### src/rtl/sar_res_seq.sv
module sar_res_seq #(
  parameter int SMPW = 4
) (
  input  logic            clk,
  input  logic            rst_n,
  input  logic            en,
  input  logic            res_wr,
  input  logic [1:0]      res_in,
  input  logic [SMPW-1:0] smp_extra,
  input  logic [4:0]      chan_in,
  input  logic            sens_req,
  input  logic            sw_start,
  input  logic            trig,
  input  logic            cmp_in,
  output logic            sample,
  output logic [11:0]     dac_word,
  output logic            busy,
  output logic            done,
  output logic [11:0]     result,
  output logic [4:0]      chan_sel,
  output logic            sens_pwr,
  output logic [1:0]      res_mode
);
  localparam int CNTW = SMPW + 2;

  typedef enum logic [1:0] {IDLE, SAMP, CONV, FIN} st_t;

  st_t            st;
  logic [CNTW-1:0] cnt;
  logic [3:0]     bit_idx;
  logic           half;
  logic [11:0]    acc;
  logic           en_d;
  logic [3:0]     lsb;
  logic [11:0]    low_mask;
  logic [11:0]    acc_next;
  logic           go;

  assign lsb      = {1'b0, res_mode, 1'b0};
  assign low_mask = (12'd1 << lsb) - 12'd1;
  assign acc_next = cmp_in ? (acc | (12'd1 << bit_idx)) : acc;
  assign go       = en && (!en_d || sw_start || trig);

  assign busy     = (st != IDLE);
  assign sample   = (st == SAMP);
  assign done     = (st == FIN);
  assign dac_word = (st == CONV) ? (acc | (12'd1 << bit_idx)) : 12'd0;
  assign sens_pwr = sens_req & en;

  always_ff @(posedge clk) begin
    if (!rst_n) begin
      st       <= IDLE;
      cnt      <= '0;
      bit_idx  <= 4'd11;
      half     <= 1'b0;
      acc      <= '0;
      en_d     <= 1'b0;
      result   <= '0;
      chan_sel <= '0;
      res_mode <= 2'b00;
    end else begin
      en_d <= en;
      if (res_wr && !en) res_mode <= res_in;
      if (!en) begin
        st <= IDLE;
      end else begin
        case (st)
          IDLE: if (go) begin
            st       <= SAMP;
            cnt      <= {1'b0, smp_extra, 1'b0} + CNTW'(2);
            chan_sel <= chan_in;
          end
          SAMP: begin
            if (cnt == '0) begin
              st      <= CONV;
              bit_idx <= 4'd11;
              half    <= 1'b0;
              acc     <= '0;
            end else begin
              cnt <= cnt - CNTW'(1);
            end
          end
          CONV: begin
            half <= ~half;
            if (half) begin
              acc <= acc_next;
              if (bit_idx == lsb) begin
                result <= acc_next >> lsb;
                st     <= FIN;
              end else begin
                bit_idx <= bit_idx - 4'd1;
              end
            end
          end
          default: st <= IDLE;
        endcase
      end
    end
  end

  a_r4_res_locked: assert property (@(posedge clk) disable iff (!rst_n)
    (en && $past(en)) |-> $stable(res_mode));
  a_r6_abort_idle: assert property (@(posedge clk) disable iff (!rst_n)
    !en |=> !busy);
  a_r7_done_pulse: assert property (@(posedge clk) disable iff (!rst_n)
    done |=> !done);
  a_r9_chan_hold: assert property (@(posedge clk) disable iff (!rst_n)
    (busy && $past(busy)) |-> $stable(chan_sel));
  a_r10_low_bits_clear: assert property (@(posedge clk) disable iff (!rst_n)
    busy |-> ((dac_word & low_mask) == 12'd0));
  a_r3_fin_after_trials: assert property (@(posedge clk) disable iff (!rst_n)
    $rose(done) |-> $past(st == CONV));
endmodule

### config.mk
export PLATFORM = sky130hd
export DESIGN_NAME = sar_res_seq
export DESIGN_NICKNAME = d
export VERILOG_FILES = /design/src/rtl/sar_res_seq.sv
export SDC_FILE = /design/constraint.sdc
export NUM_CORES = 1
export LEC_CHECK = 0
export BUFFER_PORTS_ARGS = -buffer_cell sky130_fd_sc_hd__buf_2
export CAP_MARGIN = 20
export CORE_ASPECT_RATIO = 0.75
export CORE_MARGIN = 2
export CORE_UTILIZATION = 60
export CTS_CLUSTER_DIAMETER = 80
export DETAILED_ROUTE_END_ITERATION = 7
export GPL_ROUTABILITY_DRIVEN = 0
export PLACE_DENSITY_LB_ADDON = 0.05
export SYNTH_ARGS = -nofsm -noshare
export SYNTH_HDL_FRONTEND = slang
export SYNTH_SLANG_ARGS = --single-unit
### constraint.sdc
create_clock -name clk -period 3.6 [get_ports clk]
set_input_delay 0.18 -clock clk [delete_from_list [all_inputs] [get_ports clk]]
set_output_delay 0.18 -clock clk [all_outputs]
set_load 0.05 [all_outputs]
Word level (Yosys, flattened, before mapping)
Cells that the tools add are included.
Widths: inputs -> output; s select.
{ "totals": {"register_bits": 45} }
{ "op_classes": {"n_eq_ne": 10, "reduce_logical": 19, "shifts": 2, "bitwise_logic": 3, "n_mux": 19, "addsub": 3} }
{ "ops": {"columns": ["cell", "n"], "rows": [
  ["$mux 12", 4],
  ["$pmux 12 s2", 1],
  ["$reduce_and 4->1", 4],
  ["$mux 4", 3],
  ["$mux 6", 2],
  ["$or 12x12->12", 1],
  ["$pmux 6 s2", 1],
  ["$shl 1x4->12 const A", 1],
  ["$shr 12x3->12", 1],
  ["$mux 2", 4],
  ["$ne 2x2->1 const B", 4],
  ["$pmux 4 s2", 1],
  ["$add 5x2->6 const B", 1],
  ["$logic_not 6->1", 1],
  ["$pmux 2 s3", 1],
  ["$reduce_and 3->1", 2],
  ["$reduce_bool 2->1", 3],
  ["$sub 6x1->6 const B", 1],
  ["$reduce_and 5->1", 1],
  ["$eq 2x2->1 const B", 2],
  ["$eq 4x3->1", 1],
  ["$ne 2x1->1 const B", 2],
  ["$sub 4x1->4 const B", 1],
  ["$eq 2x1->1 const B", 1],
  ["9 further kinds", 12]
]} }

Longest topological paths before layout
{ "logic_depth": {"word_depth": 6, "depth_mapped": 8, "ltp_nobuf": 6} }

Least setup slack after synthesis
No wires, ideal clock.
{ "synth_path": {"path_kind": "reg2reg", "startpoint": "reg st[1]", "endpoint": "reg cnt[3]", "setup_slack_ps": 1544, "stages_incl_launch_ff": 7, "arrival_ps": 1938, "n_path_buf": 1, "path_cell_list": "dfxtp_1 -> inv_1 -> ha_1 -> clkbuf_1 -> a311oi_2 -> o21ai_1 -> a32o_1"} }
{ "synth_via": {"elab_chain_len": 3, "elab_cells_between_ends": 7, "cone_classes": "eq/ne (3); mux (1); reduce/logical (3)"} }
{ "synth_rtl": {"columns": ["element", "line_no", "rtl"], "rows": [
  ["start: declaration", "28", "st_t st;"],
  ["start signal: assignment", "52", "st <= IDLE;"],
  ["start signal: assignment", "65", "st <= IDLE;"],
  ["start signal: assignment", "69", "st <= SAMP;"],
  ["$eq 2x1->1 (*)", null, null],
  ["net sample", "15", "output logic sample,"],
  ["$ne 2x2->1 (no line) or $reduce_bool 2->1 (tied branches)", null, null],
  ["$reduce_and 4->1 (no line)", null, null],
  ["end signal: assignment", "70", "cnt <= {1'b0, smp_extra, 1'b0} + CNTW'(2);"],
  ["end signal: assignment", "80", "cnt <= cnt - CNTW'(1);"],
  ["end: declaration", "29", "logic [CNTW-1:0] cnt;"]
]} }
Mark *: on every way through the listed nets, which the timed path passes. The rest lies on a longest branch.
A chain may end at the register's enable or synchronous reset.

Worst setup path in the final report
{ "layout_path": {"startpoint": "reg st[0]", "endpoint": "reg cnt[5]"} }
{ "layout_via": {"elab_chain_len": 3, "elab_cells_between_ends": 7, "cone_classes": "eq/ne (3); mux (1); reduce/logical (3)"} }
{ "layout_rtl": {"columns": ["element", "line_no", "rtl"], "rows": [
  ["$eq 2x1->1 or $logic_not 2->1 (tied branches)", "67", "case (st)"],
  ["$ne 2x2->1 (no line) or $reduce_bool 2->1 (tied branches)", null, null],
  ["$reduce_and 4->1 (no line)", null, null]
]} }
Parallel ways exist; a longest one is shown, timed or not.

==> qor.csv <==
metric,value,unit
synthCells,340,
n_fill_cell,364,
maxSlewHeadroom,44.15,%
clockBufferDepth,2,
initial_utilization,62.21,%
cp-end-kind,flip-flop,
startpoint_type,flip-flop,
fin_crit,2293,ps
dieArea,5197,sq um
hold_path.class,input port to flip-flop,
ant_nets,0,
status,"finished, final reports clean",
htree_num_levels,2,
synth_top_area_share,32.42,%
crit_path_max_incr_delay,510,ps
syn_to_final_growth,11.57,%
cpLargestDelayFamily,compound AO/OA/AOI/OAI gates,
cts_tree,built,
pin_count,54,
first_global_vias,2533,
use_met2,41.63,%
ys.warnings.count,0,
grt_first_pass_wirelength,12.45,mm
grt_usage,30.99,%
layout_commonest_cell,buf_2,
multi_input_area,1698,sq um
powerDensity,335.8,nW/um^2
max_freq,0.4362,GHz
crit_arrival,2530,ps
first_iter_violations,473,
ys_async_sr_fraction,0,%
tightest_slew,834.7,ps
grt_most_used_layer,met1,
antenna_found_initial,0,
synthTopCellsByArea,"dfxtp_1 (32%), ha_1 (5.9%), nor2_1 (5.5%)",
dpl.cell_count,424,
synth_mux_area_share,4.412,%
fin_cells,431,
synth_ff_type,dfxtp_1,
whs,103.9,ps
nets,406,
yosysSeqAreaShare,32.42,%
crit_fanout,18,
post_dp_cell_area,3010,sq um
synth_edf_count,0,
yosys.cell_types.count,62,
yosys.area_share.adder,5.853,%
cts_sinks,45,
grt_max_degree,27,
fin_setup_tns,0,ps
first_pass_iters,5,
grt-ovfl-total,0,
port-buffer-count,53,
routed_wl,7.623,mm
antennaDiodeCount,0,
ys_seq_elements,45,
drive_gt1_share,18.98,%
synth_top_family_by_area,compound AO/OA/AOI/OAI gates,
cts.hold.buffers_added,0,
netlist_area,2779,sq um
clk_pin_slew,80,ps
syn_nets,372,
design_area,3100,sq um
period_share,63.69,%
cts-buffers-inserted,5,
rsz0062_at_grt,no,
met1_usage,49.77,%
wl_per_cell,17.69,um
use_met3,6.069,%
post-cts-setup-buffers,0,
avgSynthCellArea,8.173,sq um
synth-xor-area-share,1.801,%
synth-compound-area-share,27.74,%
core,4467,sq um
synth_largest_area_cell,dfxtp_1,
crit_required,3840,ps
cap_violations,0,
register_area,900.9,sq um
finalSetupViolations,0,
worst-path-buf-inv,1,
maxSlewViolCount,0,
num_vias,2885,
slowest_stage,ha_1,
viasPerCell,6.694,
cts_resized,0,
rows,21,
finClkSkew,13.04,ps
synthSimpleGateAreaFrac,21.30,%
hold_viol_final,0,
clock-root-buffer,clkbuf_8,
irDropWorstVdd,0.3493,mV
cp_cell_sequence,ha_1 > inv_1 > a21o_1 > o41ai_1 > a32o_1,
final_cell_mix,"buf_2 (53), dfxtp_1 (45), nor2_1 (41)",
fp.dieW,82.59,um
remaining_drc_errors,0,
critPathKind,flip-flop to flip-flop,
power_leakage,1.301,nW
insertion_delay,310,ps
hpwl,5.278,mm
fp.dieH,62.94,um
==> Yosys cell counts (2+ instances only) <==
master and count:
and3_1 4, dfxtp_1 45, a211o_1 3, nor2_1 41, a32o_1 3, nor4_1 2
a32oi_1 2, nor2b_1 3, a221oi_1 2, nand2_1 16, a221o_1 2, mux2i_1 10
and2_1 2, nand2b_1 5, nor3_1 5, ha_1 13, a21oi_1 30, a311o_1 3
a311oi_1 2, nor4bb_1 2, a31oi_1 11, buf_2 9, a41oi_1 7, and4_1 2
buf_1 3, or4_1 3, nand4_1 8, o211ai_1 5, nand3_1 7, a211oi_1 2
o41ai_1 3, nand4b_1 6, inv_1 17, o32ai_1 2, o21ai_1 5, o21ai_0 14
xnor2_2 2, clkbuf_1 15
==> per-layer routing <==
| metal | up-vias | wire length, um |
|---|---|---|
| met4 | 0 | 99 |
| met1 | 1346 | 3670 |
| li1 | 1344 | - |
| met5 | - | 0 |
| met3 | 13 | 811 |
| met2 | 182 | 3042 |
==> worst paths after layout <==
kind,start,to,slack (ps),cells after the start
setup / recovery,st[0],cnt[5],1310,5
setup reg to reg,st[0],cnt[5],1310,5
hold / removal,res_in[1],res_mode[1],100,3
hold reg to reg,result[10],result[10],470,2
==> through the flow <==
stage,util (%),setup WS [ps],power (mW)
after floorplan,-,1544,0.6775
after global placement,67.40,1461,0.7220
after detailed placement,67.40,1375,0.7222
after CTS,69.41,1336,1.039
after global routing,69.41,1137,1.085
final,69.41,1307,1.041
==> kinds of logic (layout without fill, tap and decap cells) <==
kind of cell / Yosys count / count (layout)
compound gates: 111 / 111
buf+inv: 45 / 79
xor+xnor: 4 / 4
fa+ha+maj: 13 / 13
flops: 45 / 45
simple gates: 111 / 111
mux: 11 / 11
==> where the power goes <==
part / total (mW) / internal [mW] / leakage [nW] / switching (mW)
Combinational: 0.190 / 0.0654 / 0.893 / 0.125
Sequential: 0.526 / 0.510 / 0.365 / 0.0161
Clock: 0.325 / 0.152 / 0.0433 / 0.173
Total: 1.04 / 0.727 / 1.30 / 0.314
==> area by class of cell <==
class / instances / area share [%]
Clock buffer: 6 / 2.663
Clock inverter: 1 / 0.2421
Inverter: 18 / 2.179
Multi-Input combinational cell: 250 / 54.76
Sequential cell: 45 / 29.06
Tap cell: 57 / 2.300
Timing Repair Buffer: 54 / 8.797
==> flip-flops by register name, indices dropped and copies added, names as in the netlist <==
signal / cells
result: 12
chan_sel: 5
res_mode: 2
half: 1
en_d: 1
acc: 12
bit_idx: 4
st: 2
cnt: 6
==> tightest hold or removal path: stages <==
cell and delay, ps:
buf_2 80, a21oi_1 50, nor2_1 70
No activity file was read; power rests on OpenSTA's default activity.
